### config.mk
export PLATFORM = sky130hd
export DESIGN_NAME = arith_flag_unit
export DESIGN_NICKNAME = d
export VERILOG_FILES = /design/src/rtl/arith_flag_unit.sv
export SDC_FILE = /design/constraint.sdc
export NUM_CORES = 1
export LEC_CHECK = 0
export BUFFER_PORTS_ARGS = -buffer_cell sky130_fd_sc_hd__buf_4
export CAP_MARGIN = 20
export CORE_UTILIZATION = 30
export CTS_CLUSTER_SIZE = 25
export DETAILED_ROUTE_END_ITERATION = 12
export MAX_ROUTING_LAYER = met4
export PLACE_DENSITY = 0.6
export SLEW_MARGIN = 20
export SYNTH_ARGS = -nofsm -noshare
export SYNTH_HDL_FRONTEND = slang
export SYNTH_SLANG_ARGS = --single-unit
### constraint.sdc
create_clock -name clk -period 4.3 [get_ports clk]
set_input_delay 0.215 -clock clk [delete_from_list [all_inputs] [get_ports clk]]
set_output_delay 0.215 -clock clk [all_outputs]
set_load 0.005 [all_outputs]
### src/rtl/arith_flag_unit.sv
module arith_flag_unit (
  input  logic        clk,
  input  logic        rst_n,
  input  logic        in_valid,
  input  logic [2:0]  op,
  input  logic [1:0]  size,
  input  logic [31:0] dst,
  input  logic [31:0] src,
  input  logic        carry_in,
  input  logic [3:0]  cond,
  output logic        out_valid,
  output logic [31:0] result,
  output logic        flag_n,
  output logic        flag_z,
  output logic        flag_v,
  output logic        flag_c,
  output logic        store_en,
  output logic [7:0]  ccr_out,
  output logic        taken
);
  localparam logic [2:0] OP_ADD = 3'd0, OP_ADDC = 3'd1, OP_SUB = 3'd2, OP_SUBB = 3'd3,
                         OP_CMP = 3'd4, OP_NEG = 3'd5, OP_INC = 3'd6, OP_DEC = 3'd7;

  logic [31:0] opa, opb, bb, res;
  logic        cin, is_sub, ci, co, sa, sbb, sr;
  logic        n_nx, z_nx, v_nx, c_nx, tk_nx;
  logic [8:0]  s8;
  logic [16:0] s16;
  logic [32:0] s32;

  always_comb begin
    opa = dst;
    opb = src;
    cin = 1'b0;
    is_sub = 1'b0;
    case (op)
      OP_ADD:  ;
      OP_ADDC: cin = carry_in;
      OP_SUB, OP_CMP: is_sub = 1'b1;
      OP_SUBB: begin is_sub = 1'b1; cin = carry_in; end
      OP_NEG:  begin opa = 32'd0; opb = dst; is_sub = 1'b1; end
      OP_INC:  opb = src[1] ? 32'd2 : 32'd1;
      OP_DEC:  begin opb = src[1] ? 32'd2 : 32'd1; is_sub = 1'b1; end
      default: ;
    endcase
  end

  assign bb  = is_sub ? ~opb : opb;
  assign ci  = is_sub ? ~cin : cin;
  assign s8  = {1'b0, opa[7:0]}  + {1'b0, bb[7:0]}  + {8'd0, ci};
  assign s16 = {1'b0, opa[15:0]} + {1'b0, bb[15:0]} + {16'd0, ci};
  assign s32 = {1'b0, opa}       + {1'b0, bb}       + {32'd0, ci};

  always_comb begin
    case (size)
      2'd0: begin
        res = {24'd0, s8[7:0]};   co = s8[8];
        sa = opa[7];  sbb = bb[7];  sr = s8[7];
      end
      2'd1: begin
        res = {16'd0, s16[15:0]}; co = s16[16];
        sa = opa[15]; sbb = bb[15]; sr = s16[15];
      end
      default: begin
        res = s32[31:0];          co = s32[32];
        sa = opa[31]; sbb = bb[31]; sr = s32[31];
      end
    endcase
  end

  assign n_nx = sr;
  assign z_nx = (res == 32'd0);
  assign v_nx = (sa == sbb) && (sr != sa);
  assign c_nx = (op == OP_INC || op == OP_DEC) ? carry_in : (is_sub ? ~co : co);

  always_comb begin
    case (cond)
      4'd0:  tk_nx = 1'b1;
      4'd1:  tk_nx = 1'b0;
      4'd2:  tk_nx = !(c_nx | z_nx);
      4'd3:  tk_nx = c_nx | z_nx;
      4'd4:  tk_nx = !c_nx;
      4'd5:  tk_nx = c_nx;
      4'd6:  tk_nx = !z_nx;
      4'd7:  tk_nx = z_nx;
      4'd8:  tk_nx = !v_nx;
      4'd9:  tk_nx = v_nx;
      4'd10: tk_nx = !n_nx;
      4'd11: tk_nx = n_nx;
      4'd12: tk_nx = !(n_nx ^ v_nx);
      4'd13: tk_nx = n_nx ^ v_nx;
      4'd14: tk_nx = !(z_nx | (n_nx ^ v_nx));
      default: tk_nx = z_nx | (n_nx ^ v_nx);
    endcase
  end

  always_ff @(posedge clk) begin
    if (!rst_n) begin
      out_valid <= 1'b0;
      result    <= 32'd0;
      flag_n    <= 1'b0;
      flag_z    <= 1'b0;
      flag_v    <= 1'b0;
      flag_c    <= 1'b0;
      store_en  <= 1'b0;
      taken     <= 1'b0;
    end else begin
      out_valid <= in_valid;
      if (in_valid) begin
        result   <= res;
        flag_n   <= n_nx;
        flag_z   <= z_nx;
        flag_v   <= v_nx;
        flag_c   <= c_nx;
        store_en <= (op != OP_CMP);
        taken    <= tk_nx;
      end
    end
  end

  assign ccr_out = {4'd0, flag_n, flag_z, flag_v, flag_c};
endmodule


# ---- After elaboration in Yosys (flattened, before gate mapping)
# Index checks and enable logic that the tools add are counted.
dict set report word_totals {
  ff_bits 39
  inputBits 77
  out_inout_bits 47
}
dict set report classes {
  add_sub_neg 6
  eq_ne 25
  mux 15
  n_bitwise 6
  n_reduce_logical 15
}
# operator count
set ops {}
lappend ops {{32-bit case mux with 2 select lines} 2}
lappend ops {{32-bit two-way mux} 2}
lappend ops {{32-bit by 32-bit adder with 33-bit output} 1}
lappend ops {{33-bit by 1-bit adder with 33-bit output} 1}
lappend ops {{32-bit logical NOT} 1}
lappend ops {{32-bit NOT} 1}
lappend ops {{4-bit equality test, second input constant} 7}
lappend ops {{16-bit by 16-bit adder with 17-bit output} 1}
lappend ops {{17-bit by 1-bit adder with 17-bit output} 1}
lappend ops {{4-bit by 3-bit equality test with 1-bit output, second input constant} 4}
lappend ops {{1-bit case mux with 15 select lines} 1}
lappend ops {{3-bit equality test, second input constant} 4}
lappend ops {{8-bit by 8-bit adder with 9-bit output} 1}
lappend ops {{9-bit by 1-bit adder with 9-bit output} 1}
lappend ops {{4-bit by 2-bit equality test with 1-bit output, second input constant} 2}
lappend ops {{1-bit case mux with 2 select lines} 4}
lappend ops {{1-bit logical NOT} 7}
lappend ops {{3-bit by 2-bit equality test with 1-bit output, second input constant} 2}
lappend ops {{1-bit two-way mux} 5}
lappend ops {{5-bit OR reduction} 1}
lappend ops {{4-bit by 1-bit equality test with 1-bit output, second input constant} 1}
lappend ops {{4-bit logical NOT} 1}
lappend ops {{2-bit OR reduction} 2}
lappend ops {{3-bit by 1-bit equality test with 1-bit output, second input constant} 1}
lappend ops {{11 further kinds} 13}

# ---- Logic depth before layout (Yosys ltp)
# Gate-level depths: netlist of the first run.
dict set report logic_depth {
  ltp_word 14
  mapped_depth 21
}

# ---- Worst setup path after synthesis of the first run
# Ideal clock, no wire load.
dict set report synth_path {
  kind {in2reg}
  from {input port op[1]}
  to {register taken}
  setup_ns 0.137
  t_arrival_ns 4.029
  t_required_ns 4.163
  path_slack_ns 0.135
  cell_stages 19
  cell_sequence {clkbuf_1 > clkbuf_1 > clkbuf_1 > nand2_1 > a21oi_1 > a21oi_1 > fa_1 > fa_1 > nor2b_1 > o31ai_2 > a21o_1 > o211ai_1 > a31o_2 > mux2i_1 > nor2_1 > and3_1 > and4_1 > a2111oi_0 > a311oi_1}
}
dict set report synth_via {
  elab_chain_cells 14
}
# item line
set synth_rtl {}
lappend synth_rtl {{start: declaration} 5} ;# input logic [2:0] op,
lappend synth_rtl {{3-bit equality test} {36, 74}}
lappend synth_rtl {{2-bit OR reduction (no source line)} --}
lappend synth_rtl {{32-bit case mux with 2 select lines} 36} ;# case (op)
lappend synth_rtl {{32-bit NOT} 48} ;# assign bb = is_sub ? ~opb : opb;
lappend synth_rtl {{32-bit two-way mux} 48}
lappend synth_rtl {{32-bit by 32-bit adder with 33-bit output, or another cell as far along} 52} ;# assign s32 = {1'b0, opa} + {1'b0, bb} + {32'd0, ci};
lappend synth_rtl {{33-bit by 1-bit adder with 33-bit output, or another cell as far along} 52}
lappend synth_rtl {{1-bit case mux with 2 select lines} 55} ;# case (size)
lappend synth_rtl {{1-bit inequality test / 1-bit NOT (equally long branches)} {73, 74}}
lappend synth_rtl {{1-bit logical AND / 1-bit two-way mux (equally long branches)} {73, 74}}
lappend synth_rtl {{1-bit bitwise XOR / 1-bit two-way mux (equally long branches)} --}
lappend synth_rtl {{1-bit bitwise OR (on tied branches)} --}
lappend synth_rtl {{1-bit logical NOT (on tied branches)} {92, 80}}
lappend synth_rtl {{1-bit case mux with 15 select lines (*)} 77} ;# case (cond)
lappend synth_rtl {{end signal: assignment} 116} ;# taken <= tk_nx;
lappend synth_rtl {{end: declaration} 19} ;# output logic taken
# Mark *: on every way between the ends. The rest lies on a longest branch, timed or not.
# A chain may end at the register's enable or synchronous reset.

# ---- Worst setup path in the final report of the first run
dict set report layout_path {
  from {input port op[0]}
  to {register taken}
}
# Same word-level chain as after synthesis.

==> results of run 1 <==
-- metal layers --
| metal | track usage, % | up-vias |
|---|---|---|
| met1 | 24.08 | 2733 |
| li1 | - | 2962 |
| met2 | 35.81 | 191 |
| met5 | - | - |
| met4 | 5.492 | 0 |
| met3 | 2.567 | 30 |
-- registers in the layout, summed over array words and instances, names as in the netlist --
register / count
flag_z: 1
result: 32
out_valid: 1
flag_v: 1
store_en: 1
flag_c: 1
flag_n: 1
taken: 1
-- critical path, cell delays in order --
cell and delay (ps):
buf_4 130, and2_1 170, buf_12 210, nand2_1 90, buf_4 230, and2_1 190
ha_1 340, a21oi_1 220, o21ai_1 120, a221oi_1 460, o21ai_0 190, a21oi_1 240
a221o_1 200, nand3_2 110, a31o_1 250, a311o_1 330, o211a_1 210, a311oi_1 230
-- layout by cell type (no fill, tap or decap), drive strengths merged, types with 8 or more instances in the layout --
master    n
buf     166
a21oi   140
nor2     76
nand2    70
and2     41
dfxtp    39
a211oi   33
o21ai    32
ha       31
nor2b    25
mux2i    24
xnor2    15
inv      12
xor2     10
nand3     9
nand2b    8
nor4      8
-- what timing repair did --
action                                  in CTS  in global routing
buffers inserted                             0                  0
resized for setup                            0                  1
endpoints found under the setup margin       0                  1
hold buffers                                 0                  0
-- stage by stage --
stage / instance area, um^2 / hold WS [ps]
floorplan: 5159 / 422.5
global placement: 6465 / 465.1
detailed placement: 6465 / 471.8
CTS: 6603 / 294.4
global route: 6609 / 334.1
finish: 6609 / 297.5
-- worst max-delay path by stage --
stage | slack, ps | cells past startpoint | end
6_report | 360 | 18 | taken
5_1_grt | 10 | 19 | taken
4_1_cts | 370 | 18 | taken
3_5_place_dp | 90 | 18 | taken
3_3_place_gp | 70 | 18 | taken
2_1_floorplan | 130 | 19 | taken
-- power groups by stage --
stage / Sequential [mW] / Combinational [mW] / Clock (mW)
2_1_floorplan: 0.429 / 0.663 / 0
3_3_place_gp: 0.430 / 1.07 / 0
3_5_place_dp: 0.431 / 1.07 / 0
4_1_cts: 0.423 / 1.08 / 0.357
5_1_grt: 0.427 / 1.20 / 0.372
6_report: 0.423 / 1.08 / 0.352
-- logic make-up after synthesis --
family,Yosys count,synth area share (%)
other cells,1,0.07285
compound gates,288,35.22
simple gates,265,25.40
buf+inv,72,6.247
xor+xnor,25,4.254
fa+ha+maj,33,8.313
mux,27,5.323
flops,39,15.17
-- final cells by class --
| cell class | instances | area (um^2) |
|---|---|---|
| clock inverter | 1 | 5.005 |
| sequential | 39 | 780.7 |
| clock buffer | 7 | 132.6 |
| inverter | 13 | 48.80 |
| multi-input combinational | 642 | 4070 |
| fill | 1792 | 10030 |
| timing repair buffer | 166 | 1296 |
| tap | 220 | 275.3 |
==> metrics, run 1 <==
status=complete, no violations; worst setup path start=op[0]; Critical Path RT=about 4500 ps; CP Class=input pin to flip-flop; total congestion overflow=0; initial antenna violation count=0; Syn Area/Cell=6.863 um^2; M1 wire length=7560 um; DRC Markers=0; vias in the first global route=between 5000 and 6000; Worst R2R End=taken; prevailing post-synth register cell=dfxtp_1; share of cells above drive strength 1=around 22%; f_max=between 200 and 300 MHz; final max-slew violation count=0; setup ws final=357.9 ps; top-count cell post-synth=a21oi_1; Worst-Skew Late Latency=between 200 and 300 ps; r2r worst-path depth=3; Detail Placement HPWL=roughly 14000 um; Sink Count=39; # diodes=0; Psw=between 700 and 800 uW; setup violators final=0; Die Y=~130 um; Pwr Total=around 1.9 mW; TNS Setup=0 ps; starting density of the core=30.93%; Critical Path AT=approximately 4100 ps; Max-cap violations=0; largest net degree at the start of global routing=60; dominant cell type by area after synthesis=dfxtp_1; crit start category=input pin; Critical Path End Type=flip-flop; I/O Buffers=about 120; DP Cell Count=between 1000 and 1500; Worst VDD drop=134.0 uV; Critical R2R Launch=taken; Mapped Area=between 5000 and 6000 um^2; DR top layer=met4; fraction of power spent switching nets=~41%; Initial DRC Count=roughly 340; RSZ-0062 raised after global routing=false; fin crit period=approximately 3900 ps; Slew @ Worst Pin=roughly 540 ps; largest cells by area after synthesis=dfxtp_1, a21oi_1, ha_1; CTS buffer count=5; Total Routing Usage GR=20.31%; post-synth top area share=15.17%; Hold WC Path Type=input pin to flip-flop; Leak=2.872 nW; post-synthesis cell type count=between 70 and 80; # IOs=~120; die area=approximately 18000 um^2; Post-synth ARST share=0%; DR WL/cell=between 15 and 20 um; hold path startpoint=cond[1]; pwr/cell area=between 200 and 300 nW/um^2; Pint=between 1 and 1.5 mW; first drt pass iteration count=5; Post-Synthesis Cells=750; Comb power frac=roughly 60%; core box area=between 15000 and 20000 um^2; Reg power frac=between 20% and 30%; area grow syn2layout=28.39%; via/cell ratio=5.438; Post-Layout Cell Count=1088; Placer Congestion=approximately 0.95; Clk Tree Root Cell=clkbuf_16; final hold viol count=0; Routed met3 length=822 um; reg-to-reg slack, setup=approximately 3400 ps; Die W=between 100 and 150 um; H-tree levels=2; Worst Path Max Fanout=36; Seq cells post-synth=39; Rel. slew slack=between 60% and 70%; CTS max path bufs=2; Final Cycle Share=91.68%; first-pass GRT wire length=approximately 29000 um; Clk network pwr share=18.9%; Warnings, synthesis=0; hold depth=3; ANT nets after route=0; Seq/Total Area, Yosys=approximately 15%; final core utilization=between 30% and 40%; CTS tree=done; total wire length=~18000 um; number of core rows=47; via count=between 5000 and 6000; clock skew=0 ps; wire length on met2=~8700 um; Place WS=approximately 90 ps; # nets final=977; synth cell count leaders=a21oi_1, nor2_1, nand2_1; worst hold endpoint=taken; EDFF count, synth=0; CTS clk-pin slew, worst paths=approximately 60 ps
No activity file was read; power rests on OpenSTA's default activity.
==> run 2: changes to the inputs <==
CORE_UTILIZATION = 40   (was 30)
PLACE_DENSITY = 0.73   (was 0.6)
==> run 2 against run 1 <==
Critical path depth unchanged. Critical endpoint unchanged. Worst setup slack got worse by 18 ps. Clock-buffer cell count increased by 1. Clock skew unchanged. Non-clock buffer count decreased by 8.
==> metrics, run 2 (synthesized netlist as in run 1, its figures left out) <==
status=complete, no violations; CTS resizes=0; Worst Path Max Fanout=28; area of the multi-input gates=approximately 4100 um^2; final max-slew violation count=0; Clk Tree Root Cell=clkbuf_16; CTS max path bufs=2; hold-fix buffers at CTS=0; fin crit period=between 3000 and 4000 ps; Psw=roughly 750 uW; die area=about 13000 um^2; final hold viol count=0; CTS buffer count=5; starting density of the core=40.96%; Final Cycle Share=between 90% and 100%; Die Y=~120 um; number of core rows=41; CTS tree=done; area post-placement=about 6300 um^2; vias in the first global route=around 5600; Most flops, register=result; first drt pass iteration count=5; core box area=12570 um^2; H-tree levels=2; via count=roughly 5900; final core utilization=51.63%; DRC Markers=0; max reg flops=32; total congestion overflow=0; TNS Setup=0 ps; I/O Buffers=between 100 and 150; Detail Placement HPWL=12960 um; pwr/cell area=between 200 and 300 nW/um^2; Clk network pwr share=approximately a fifth; Post-Layout Cell Count=between 1000 and 1500; CP peak stage delay=420 ps; Register Area=780.7 um^2; total wire length=16300 um; Sink Count=39; # nets final=969; Hold WC Path Type=input pin to flip-flop; share of cells above drive strength 1=a little over a fifth; Filler Cell Count=1282; CP Class=input pin to flip-flop; cell chain of the critical path=buf_4 -> and2_1 -> buf_12 -> a211oi_1 -> a21oi_1 -> a21oi_1 -> ha_1 -> nor2b_1 -> o31ai_2 -> a21o_1 -> o211ai_1 -> a31o_2 -> a211oi_1 -> mux2i_1 -> nor2_1 -> and4_1 -> a2111oi_0 -> a311oi_1; Total Routing Usage GR=25.60%; Reg power frac=a little under a quarter; # diodes=0; crit start category=input pin; Critical Path End Type=flip-flop; f_max=252.5 MHz; area grow syn2layout=26.06%; largest net degree at the start of global routing=63; setup violators final=0; highest-count cells in the layout ignoring fill and taps=buf_4, a21oi_1, nor2_1; ANT nets after route=0; Leak=around 2.8 nW; via/cell ratio=approximately 5.7; first-pass GRT wire length=~27000 um; # IOs=roughly 120; Initial DRC Count=430; Critical Path RT=approximately 4500 ps; CTS clk-pin slew, worst paths=about 60 ps; fraction of power spent switching nets=about two fifths; initial antenna violation count=0; Worst VDD drop=about 160 uV; Die W=115.4 um; Critical Path AT=4110 ps; clock skew=0 ps; Max-cap violations=0; Rel. slew slack=about three fifths; Post-CTS Setup Inserts=0; Slew @ Worst Pin=roughly 570 ps; CP Buf/Inv Count=2; Comb power frac=a little under three fifths; RSZ-0062 raised after global routing=false; DR WL/cell=roughly 16 um; fin area=between 6000 and 7000 um^2; delay-heaviest family, CP=compound AO/OA/AOI/OAI gates; Pint=1.112 mW; DP Cell Count=approximately 1000; Placer Congestion=a little under 1; Worst-Skew Late Latency=between 200 and 300 ps; commonest non-fill, non-tap cell in the layout=buf_4; CP max stage cell=a2111oi_0
[run 2: cell types whose count changed in the layout (fill, tap and decap cells not counted), sizes merged]
cell	before	now
clkbuf	7	8
clkinv	2	1
buf	166	158
[run 2: power groups by stage]
stage | clock network, mW | registers [mW] | logic, mW
after floorplan | 0 | 0.429 | 0.663
after global placement | 0 | 0.429 | 1.03
after detailed placement | 0 | 0.430 | 1.03
after CTS | 0.394 | 0.422 | 1.04
after global routing | 0.413 | 0.426 | 1.15
final | 0.388 | 0.422 | 1.05
[run 2: path summary, 6_finish.rpt]
check	start	endpoint	slack [ps]	depth (start not counted)
worst max-delay path	op[2]	taken	340	18
worst min-delay path	cond[1]	taken	300	3
worst max register to register	taken	taken	3400	3
worst min register to register	result[16]	result[16]	470	2
[run 2: routing by layer]
layer | GRT usage, % | vias to the layer above | routed length, um
met5 | - | - | 0
met4 | 7.532 | 0 | 435
met3 | 3.766 | 34 | 883
met2 | 45.71 | 217 | 8147
met1 | 29.50 | 2719 | 6837
li1 | - | 2944 | -
[run 2: layout make-up]
type                       instances  share of cell area [%]
clock buffer                       8                   2.410
tap                              172                   3.317
sequential                        39                   12.03
inverter                          13                  0.7520
timing repair buffer             158                   18.86
multi-input combinational        642                   62.63
[run 2: stage by stage]
step                hold slack [ps]  setup WS, ps  power (mW)
floorplan                     422.5         134.8       1.092
global placement              461.8         205.3       1.458
detailed placement            468.3         137.7       1.464
CTS                           296.8         364.1       1.857
global route                  321.5         30.55       1.993
finish                        302.7         340.2       1.859
[run 2: worst register-to-register path, cell delays in order (launching register included)]
cell	delay, ps
dfxtp_1	350
a32oi_1	70
o211a_1	140
a311oi_1	250
